`src/rtl/alu_flags_pkg.sv`:
```
package alu_flags_pkg;

  localparam int unsigned SREG_W = 8;

  // status register bit positions
  localparam int unsigned FL_C = 0;
  localparam int unsigned FL_Z = 1;
  localparam int unsigned FL_N = 2;
  localparam int unsigned FL_V = 3;
  localparam int unsigned FL_S = 4;
  localparam int unsigned FL_H = 5;
  localparam int unsigned FL_T = 6;
  localparam int unsigned FL_I = 7;

  typedef enum logic [3:0] {
    OP_ADD  = 4'h0,
    OP_ADC  = 4'h1,
    OP_SUB  = 4'h2,
    OP_SBC  = 4'h3,
    OP_AND  = 4'h4,
    OP_OR   = 4'h5,
    OP_XOR  = 4'h6,
    OP_BST  = 4'h7,
    OP_BLD  = 4'h8,
    OP_BSET = 4'h9,
    OP_BCLR = 4'hA
  } alu_op_e;

  // logic unit function select, taken from op_i[1:0]
  localparam logic [1:0] LF_AND = 2'b00;
  localparam logic [1:0] LF_OR  = 2'b01;
  localparam logic [1:0] LF_XOR = 2'b10;

endpackage

```
`src/rtl/alu_flags_arith.sv`:
```
module alu_flags_arith #(
  parameter int unsigned DATA_W = 8
) (
  input  logic [DATA_W-1:0] a_i,
  input  logic [DATA_W-1:0] b_i,
  input  logic              sub_i,
  input  logic              use_c_i,
  input  logic              c_flag_i,
  output logic [DATA_W-1:0] sum_o,
  output logic              c_o,
  output logic              h_o,
  output logic              v_o
);
  localparam int unsigned HALF = DATA_W / 2;
  localparam int unsigned MSB  = DATA_W - 1;

  logic [DATA_W-1:0] b_eff;
  logic              c_in;
  logic              cy_half;
  logic              cy_top;

  assign b_eff = sub_i ? ~b_i : b_i;
  // subtraction adds the inverted operand; an incoming borrow removes the +1
  assign c_in  = sub_i ? ~(use_c_i & c_flag_i) : (use_c_i & c_flag_i);

  always_comb begin
    logic cy;
    cy      = c_in;
    cy_half = 1'b0;
    sum_o   = '0;
    for (int i = 0; i < int'(DATA_W); i++) begin
      sum_o[i] = a_i[i] ^ b_eff[i] ^ cy;
      cy       = (a_i[i] & b_eff[i]) | (a_i[i] & cy) | (b_eff[i] & cy);
      if (i == int'(HALF) - 1) cy_half = cy;
    end
    cy_top = cy;
  end

  // borrow is the inverse of carry for subtraction
  assign c_o = sub_i ? ~cy_top  : cy_top;
  assign h_o = sub_i ? ~cy_half : cy_half;
  assign v_o = (a_i[MSB] == b_eff[MSB]) && (sum_o[MSB] != a_i[MSB]);

endmodule

```
`src/rtl/alu_flags_logic.sv`:
```
module alu_flags_logic
  import alu_flags_pkg::*;
#(
  parameter int unsigned DATA_W = 8
) (
  input  logic [DATA_W-1:0] a_i,
  input  logic [DATA_W-1:0] b_i,
  input  logic [1:0]        fn_i,
  output logic [DATA_W-1:0] res_o
);
  for (genvar g = 0; g < DATA_W; g++) begin : g_lane
    always_comb begin
      unique case (fn_i)
        LF_AND:  res_o[g] = a_i[g] & b_i[g];
        LF_OR:   res_o[g] = a_i[g] | b_i[g];
        LF_XOR:  res_o[g] = a_i[g] ^ b_i[g];
        default: res_o[g] = a_i[g];
      endcase
    end
  end

endmodule

```
`src/rtl/alu_flags_bitops.sv`:
```
module alu_flags_bitops #(
  parameter int unsigned DATA_W = 8,
  localparam int unsigned SEL_W = $clog2(DATA_W)
) (
  input  logic [DATA_W-1:0] a_i,
  input  logic [SEL_W-1:0]  sel_i,
  input  logic              t_i,
  output logic [DATA_W-1:0] ld_o,
  output logic              st_o
);
  for (genvar g = 0; g < DATA_W; g++) begin : g_bit
    assign ld_o[g] = (sel_i == SEL_W'(g)) ? t_i : a_i[g];
  end

  assign st_o = a_i[sel_i];

endmodule

```
`src/rtl/alu_flags_sreg.sv`:
```
module alu_flags_sreg
  import alu_flags_pkg::*;
#(
  parameter int unsigned ADDR_W    = 16,
  parameter int unsigned SREG_ADDR = 'h5F
) (
  input  logic              clk_i,
  input  logic              rst_ni,
  input  logic              upd_i,
  input  logic [SREG_W-1:0] mask_i,
  input  logic [SREG_W-1:0] flags_i,
  input  logic              io_we_i,
  input  logic [ADDR_W-1:0] io_addr_i,
  input  logic [SREG_W-1:0] io_wdata_i,
  output logic [SREG_W-1:0] io_rdata_o,
  output logic [SREG_W-1:0] sreg_o
);
  logic [SREG_W-1:0] sreg_q;
  logic              addr_hit;
  logic              wr_hit;

  assign addr_hit = (io_addr_i == ADDR_W'(SREG_ADDR));
  assign wr_hit   = io_we_i && addr_hit;

  always_ff @(posedge clk_i or negedge rst_ni) begin
    if (!rst_ni)     sreg_q <= '0;
    else if (wr_hit) sreg_q <= io_wdata_i;
    else if (upd_i)  sreg_q <= (sreg_q & ~mask_i) | (flags_i & mask_i);
  end

  assign sreg_o     = sreg_q;
  assign io_rdata_o = addr_hit ? sreg_q : '0;

  a_r11_io_write_wins: assert property (@(posedge clk_i) disable iff (!rst_ni)
    wr_hit |=> sreg_q == $past(io_wdata_i));

  a_r12_idle_hold: assert property (@(posedge clk_i) disable iff (!rst_ni)
    (!upd_i && !wr_hit) |=> $stable(sreg_q));

  a_r10_foreign_read_zero: assert property (@(posedge clk_i) disable iff (!rst_ni)
    !addr_hit |-> io_rdata_o == '0);

endmodule

```
`src/rtl/alu_flags_unit.sv`:
```
module alu_flags_unit
  import alu_flags_pkg::*;
#(
  parameter int unsigned DATA_W    = 8,
  parameter int unsigned ADDR_W    = 16,
  parameter int unsigned SREG_ADDR = 'h5F,
  localparam int unsigned SEL_W    = $clog2(DATA_W)
) (
  input  logic              clk_i,
  input  logic              rst_ni,
  input  logic              op_valid_i,
  input  logic [3:0]        op_i,
  input  logic [DATA_W-1:0] a_i,
  input  logic [DATA_W-1:0] b_i,
  input  logic [SEL_W-1:0]  bit_sel_i,
  output logic [DATA_W-1:0] result_o,
  input  logic              io_we_i,
  input  logic [ADDR_W-1:0] io_addr_i,
  input  logic [SREG_W-1:0] io_wdata_i,
  output logic [SREG_W-1:0] io_rdata_o,
  output logic [SREG_W-1:0] sreg_o,
  output logic              irq_en_o
);
  localparam int unsigned MSB = DATA_W - 1;
  localparam logic [SREG_W-1:0] ARITH_MASK =
    SREG_W'((1 << FL_C) | (1 << FL_Z) | (1 << FL_N) | (1 << FL_V) | (1 << FL_S) | (1 << FL_H));
  localparam logic [SREG_W-1:0] LOGIC_MASK =
    SREG_W'((1 << FL_Z) | (1 << FL_N) | (1 << FL_V) | (1 << FL_S));

  logic [DATA_W-1:0] sum_w, lres_w, ld_w;
  logic              cf_w, hf_w, vf_w, st_w;
  logic              is_sub, use_c, is_arith, is_logic;
  logic [SREG_W-1:0] mask_w, nf_w;
  logic              io_hit;

  always_comb begin
    is_arith = 1'b0;
    is_logic = 1'b0;
    is_sub   = 1'b0;
    use_c    = 1'b0;
    case (op_i)
      OP_ADD: is_arith = 1'b1;
      OP_ADC: begin is_arith = 1'b1; use_c = 1'b1; end
      OP_SUB: begin is_arith = 1'b1; is_sub = 1'b1; end
      OP_SBC: begin is_arith = 1'b1; is_sub = 1'b1; use_c = 1'b1; end
      OP_AND, OP_OR, OP_XOR: is_logic = 1'b1;
      default: ;
    endcase
  end

  alu_flags_arith #(.DATA_W(DATA_W)) u_arith (
    .a_i      (a_i),
    .b_i      (b_i),
    .sub_i    (is_sub),
    .use_c_i  (use_c),
    .c_flag_i (sreg_o[FL_C]),
    .sum_o    (sum_w),
    .c_o      (cf_w),
    .h_o      (hf_w),
    .v_o      (vf_w)
  );

  alu_flags_logic #(.DATA_W(DATA_W)) u_logic (
    .a_i  (a_i),
    .b_i  (b_i),
    .fn_i (op_i[1:0]),
    .res_o(lres_w)
  );

  alu_flags_bitops #(.DATA_W(DATA_W)) u_bitops (
    .a_i  (a_i),
    .sel_i(bit_sel_i),
    .t_i  (sreg_o[FL_T]),
    .ld_o (ld_w),
    .st_o (st_w)
  );

  always_comb begin
    result_o = a_i;
    mask_w   = '0;
    nf_w     = '0;
    if (is_arith) begin
      result_o   = sum_w;
      mask_w     = ARITH_MASK;
      nf_w[FL_C] = cf_w;
      nf_w[FL_H] = hf_w;
      nf_w[FL_V] = vf_w;
      nf_w[FL_N] = sum_w[MSB];
      nf_w[FL_Z] = (sum_w == '0);
      nf_w[FL_S] = sum_w[MSB] ^ vf_w;
    end else if (is_logic) begin
      result_o   = lres_w;
      mask_w     = LOGIC_MASK;
      nf_w[FL_N] = lres_w[MSB];
      nf_w[FL_Z] = (lres_w == '0);
      nf_w[FL_S] = lres_w[MSB];
    end else begin
      case (op_i)
        OP_BST: begin
          mask_w[FL_T] = 1'b1;
          nf_w[FL_T]   = st_w;
        end
        OP_BLD:  result_o = ld_w;
        OP_BSET: begin
          mask_w = SREG_W'(1) << bit_sel_i;
          nf_w   = '1;
        end
        OP_BCLR: mask_w = SREG_W'(1) << bit_sel_i;
        default: ;
      endcase
    end
  end

  alu_flags_sreg #(.ADDR_W(ADDR_W), .SREG_ADDR(SREG_ADDR)) u_sreg (
    .clk_i     (clk_i),
    .rst_ni    (rst_ni),
    .upd_i     (op_valid_i),
    .mask_i    (mask_w),
    .flags_i   (nf_w),
    .io_we_i   (io_we_i),
    .io_addr_i (io_addr_i),
    .io_wdata_i(io_wdata_i),
    .io_rdata_o(io_rdata_o),
    .sreg_o    (sreg_o)
  );

  assign irq_en_o = sreg_o[FL_I];

  assign io_hit = io_we_i && (io_addr_i == ADDR_W'(SREG_ADDR));

  a_r6_sign_rule: assert property (@(posedge clk_i) disable iff (!rst_ni)
    (op_valid_i && (is_arith || is_logic) && !io_hit)
      |=> sreg_o[FL_S] == (sreg_o[FL_N] ^ sreg_o[FL_V]));

  a_r5_zero_flag: assert property (@(posedge clk_i) disable iff (!rst_ni)
    (op_valid_i && (is_arith || is_logic) && !io_hit)
      |=> sreg_o[FL_Z] == ($past(result_o) == '0));

  a_r7_logic_keeps_ch: assert property (@(posedge clk_i) disable iff (!rst_ni)
    (op_valid_i && is_logic && !io_hit)
      |=> $stable(sreg_o[FL_C]) && $stable(sreg_o[FL_H]) && !sreg_o[FL_V]);

  a_r12_arith_keeps_ti: assert property (@(posedge clk_i) disable iff (!rst_ni)
    (op_valid_i && is_arith && !io_hit)
      |=> $stable(sreg_o[FL_T]) && $stable(sreg_o[FL_I]));

  a_r8_bld_no_flags: assert property (@(posedge clk_i) disable iff (!rst_ni)
    (op_valid_i && op_i == OP_BLD && !io_hit) |=> $stable(sreg_o));

  a_r9_bset_sets: assert property (@(posedge clk_i) disable iff (!rst_ni)
    (op_valid_i && op_i == OP_BSET && !io_hit) |=> sreg_o[$past(bit_sel_i)]);

  a_r9_bclr_clears: assert property (@(posedge clk_i) disable iff (!rst_ni)
    (op_valid_i && op_i == OP_BCLR && !io_hit) |=> !sreg_o[$past(bit_sel_i)]);

endmodule

```
`config.mk`:
```
export PLATFORM = sky130hd
export DESIGN_NAME = alu_flags_unit
export DESIGN_NICKNAME = d
export VERILOG_FILES = /design/src/rtl/alu_flags_pkg.sv /design/src/rtl/alu_flags_arith.sv /design/src/rtl/alu_flags_logic.sv /design/src/rtl/alu_flags_bitops.sv /design/src/rtl/alu_flags_sreg.sv /design/src/rtl/alu_flags_unit.sv
export SDC_FILE = /design/constraint.sdc
export NUM_CORES = 1
export LEC_CHECK = 0
export ABC_CLOCK_PERIOD_IN_PS = 13000
export BUFFER_PORTS_ARGS = -buffer_cell sky130_fd_sc_hd__buf_2
export CAP_MARGIN = 10
export CORE_ASPECT_RATIO = 1.1
export CORE_MARGIN = 2
export CORE_UTILIZATION = 40
export DETAILED_ROUTE_END_ITERATION = 6
export HOLD_SLACK_MARGIN = 0.1
export PLACE_DENSITY_LB_ADDON = 0.05
export SYNTH_ARGS = -nofsm -noshare
export SYNTH_HDL_FRONTEND = slang
export SYNTH_SLANG_ARGS = --single-unit
```
`constraint.sdc`:
```
create_clock -name clk_i -period 13 [get_ports clk_i]
set_clock_uncertainty 0.2 [all_clocks]
set_input_delay 3.9 -clock clk_i [delete_from_list [all_inputs] [get_ports clk_i]]
set_output_delay 3.9 -clock clk_i [all_outputs]
set_load 0.005 [all_outputs]
```
==> results.rst <==
.. list-table::
   :header-rows: 1

   * - Metric
     - Value
   * - Proportion of synthesized chip area in sequential cells
     - 9.656%
   * - Top-level port count
     - 76
   * - Area share of fa/ha/maj cells after synthesis
     - 17.98%
   * - Total via count in the routed design
     - 2138
   * - Synth warnings
     - 0
   * - Fillers
     - 542
   * - Cell type contributing the most total cell area after synthesis
     - ha_1
   * - Via count of the first global-routing pass
     - 2108
   * - Prevailing post-synth register cell
     - dfrtp_1
   * - Setup slack on the worst flop-to-flop path
     - 7.78 ns
   * - Combinational family with the most area after synthesis
     - simple AND/OR/NAND/NOR gates
   * - Post-synthesis async set-or-reset flop share
     - 100.0%
   * - Core region area
     - 0.005000 sq mm
   * - Final design utilization
     - 50.15%
   * - Commonest cells after routing, fill and taps aside
     - 75 x buf_2, 29 x inv_1, 20 x nand2_1
   * - Buffers inserted during post-CTS setup optimization
     - 0
   * - CTS tree
     - done
   * - CTS Hold Buffers Added
     - 0
   * - Crit path from
     - op_i[3]
   * - Compound-gate portion of the synthesized area
     - 18.89%
   * - Number of hold violations in the final report
     - 0
   * - Number of cell instances on the worst register-to-register path
     - 17
   * - Library cell used as clock root buffer
     - clkbuf_8
   * - Post-layout nets
     - 406
   * - Initial standard-cell utilization of the core
     - 41.47%
   * - Detail Placement HPWL
     - 5160 um
   * - Initial antenna violation count
     - 0
   * - Total global routing overflow
     - 0
   * - Global-route total usage across every layer
     - 22.08%
   * - Wire length of the first global-routing pass
     - 10020 um
   * - Mux cell area share after synthesis
     - 11.89%
   * - Syn Area/Cell
     - 7.913 sq um
   * - Combined area of the multi-input logic cells
     - 0.001660 sq mm
   * - Clock buffer count from CTS
     - 3
   * - Most common library cell in the layout ignoring fill and taps
     - buf_2
   * - Number of enable-type register cells in the synthesized netlist
     - 0
   * - Crit Path Max Fanout
     - 8
   * - Residual DRC count
     - 0
   * - Final-report max-slew violation count
     - 0
   * - Worst-path cell with the longest stage delay
     - fa_1
   * - RSZ-0062 raised after global routing
     - false
   * - Weighted congestion reported at the end of routability-driven placement
     - 0.9067
   * - Dominant delay contributor by cell family on the critical path
     - adder cells
   * - Average wire per standard cell
     - 16.12 um
   * - Post-synthesis simple-gate area fraction
     - 25.41%
   * - Count of final setup violators
     - 0
   * - Cell Area, Synth
     - 0.002073 sq mm
   * - Width of the die
     - 72.65 um
   * - Instance count of the mapped netlist
     - 262
   * - Overall power of the completed layout
     - 144.9 uW
   * - Maximum buffer depth of the clock tree
     - 2
   * - Gates resized, CTS repair
     - 0
   * - Total power density per cell area
     - 57.77 mW/mm^2
   * - Chip height
     - 79.51 um
   * - First-iteration detailed-routing DRC count
     - 87
   * - Area growth syn-to-layout
     - 20.94%
   * - Length of the first detailed-routing pass in iterations
     - 4
   * - Net count of the mapped netlist
     - 338
   * - Worst path arrival time
     - 8.41 ns
   * - Number of input and output port buffers inserted
     - 75
   * - Pin count of the biggest net entering global routing
     - 31
   * - Cell type with the highest occurrence count on the critical path
     - fa_1
   * - DRT Wirelength
     - 6223 um
   * - Insertion delay to the later sink of the worst-skew pair
     - 0.22 ns
   * - Max-Slew Margin vs Limit
     - 44.68%
   * - Buffer and inverter count on the worst path
     - 3
   * - Worst-path clk slew
     - 0.04 ns
   * - Run status
     - finished clean
   * - Setup crit end kind
     - primary output
   * - Netlist cell types
     - 57
   * - Post-route fraction of the period consumed by the critical path
     - 96.24%
   * - Post-synthesis sequential element count
     - 8
   * - Std cell rows
     - 27
   * - Final setup TNS
     - 0 ns
   * - Share of layout cells above drive strength 1
     - 32.01%
   * - Worst Setup Start Kind
     - input port
   * - Max Fclk
     - 79.93 MHz
   * - Number of maximum-capacitance constraint violations
     - 0
   * - Post-synthesis share of cell area spent on xor and xnor gates
     - 5.914%
   * - Number of diodes added for antenna fixing
     - 0
   * - Total leakage power
     - 0.001270 uW
   * - Routed vias/inst
     - 5.539
   * - Crit-path cells
     - buf_2, or2_2, nor2_2, xnor2_1, fa_1, inv_1, fa_1, fa_1, fa_1, fa_1, fa_1, fa_1, fa_1, nor2_1, a21oi_1, o21ai_0, buf_2
   * - Path type of the worst min-delay path
     - flip-flop to flip-flop
   * - Synth top area cells
     - ha_1 10%, dfrtp_1 9.7%, mux2i_1 9.2%
   * - Max VDD drop
     - 0.02692 mV
   * - Clock period minus final worst setup slack
     - 12.51 ns
   * - Die area
     - 0.005776 sq mm
   * - ANT nets after route
     - 0
   * - Worst hold stages
     - 2
   * - Footprint of the flip-flops and latches
     - 200.2 sq um
   * - Slew at the pin with the worst max-slew slack
     - 0.8259 ns
   * - Critical path required time
     - 8.90 ns
   * - Area share of the largest cell type after synthesis
     - 10.26%
   * - Total number of clock tree sinks
     - 8
   * - Worst Path Class, Setup
     - input port to primary output
   * - CTS H-Tree Depth
     - 1
   * - Delay of the slowest cell on the worst path
     - 0.56 ns
==> layer usage <==
layer	vias up	wire, um	GRT usage, %
met1	991	2646	27.23
met2	75	3141	41.09
met4	0	104	6.481
li1	1064	-	-
met3	8	330	0.6313
met5	-	0	0
==> worst reg2reg max path: cells and delay by family (launching register included) <==
kind | cells | cell delay, ns
adder cells (fa/ha/maj) | 8 | 3.10
buffers and inverters | 1 | 0.05
AND/OR/NAND/NOR | 3 | 0.45
flip-flops | 1 | 0.41
XOR/XNOR | 1 | 0.13
AO/OA/AOI/OAI | 4 | 0.76
==> worst max-delay path by stage <==
| stage | slack (ns) | endpoint | depth (start not counted) |
|---|---|---|---|
| global route | 0.25 | result_o[7] | 17 |
| CTS | 0.47 | result_o[7] | 17 |
| detailed placement | 0.48 | result_o[7] | 17 |
| finish | 0.49 | result_o[7] | 17 |
| floorplan | 0.47 | result_o[7] | 17 |
| global placement | 0.54 | result_o[7] | 17 |
==> power by group <==
group,switching (uW),internal (uW)
clock,8.99,20.0
sequential,4.71,28.9
combinational,43.9,38.4
total,57.6,87.3
==> stage by stage <==
stage	cells	cell area [sq um]	setup slack, ns	hold WS (ns)
floorplan	262	2073	0.4670	0.3700
global placement	383	2466	0.5407	0.3699
detailed placement	383	2466	0.4837	0.3902
CTS	386	2507	0.4712	0.4063
global route	386	2507	0.2549	0.4388
finish	386	2507	0.4891	0.3976
==> cells in the mapped netlist (all sizes together) (2+ instances only) <==
master and n:
and4b 2, xnor2 10, nand4 2, o211ai 3, a41o 3, and3 2, mux2i 19, o21ai 19
o31ai 3, clkbuf 8, a21oi 4, or4 5, or3 2, mux4 2, nor2b 4, xor2 4
buf 10, nand3 2, nor2 15, ha 17, nor3b 2, a32o 2, a21o 2, and2 11
dfrtp 8, or2 2, fa 8, o22ai 5, nor4 4, nand2b 5, nand2 20, a31oi 5
nand3b 3, inv 29, nand4bb 2, nor3 4
==> cell families (layout without fill, tap and decap cells) <==
kind of cell	after synthesis	after routing
buffers and inverters	48	114
XOR/XNOR	14	14
adder cells (fa/ha/maj)	25	25
AND/OR/NAND/NOR	88	88
AO/OA/AOI/OAI	57	57
flip-flops	8	8
multiplexers	22	22
==> layout make-up <==
type / count / area share [%]
clock buffer: 3 / 1.647
inverter: 30 / 4.491
multi-input combinational: 206 / 66.22
sequential: 8 / 7.984
tap: 58 / 2.894
timing repair buffer: 81 / 16.77
No activity file was read; power rests on OpenSTA's default activity.
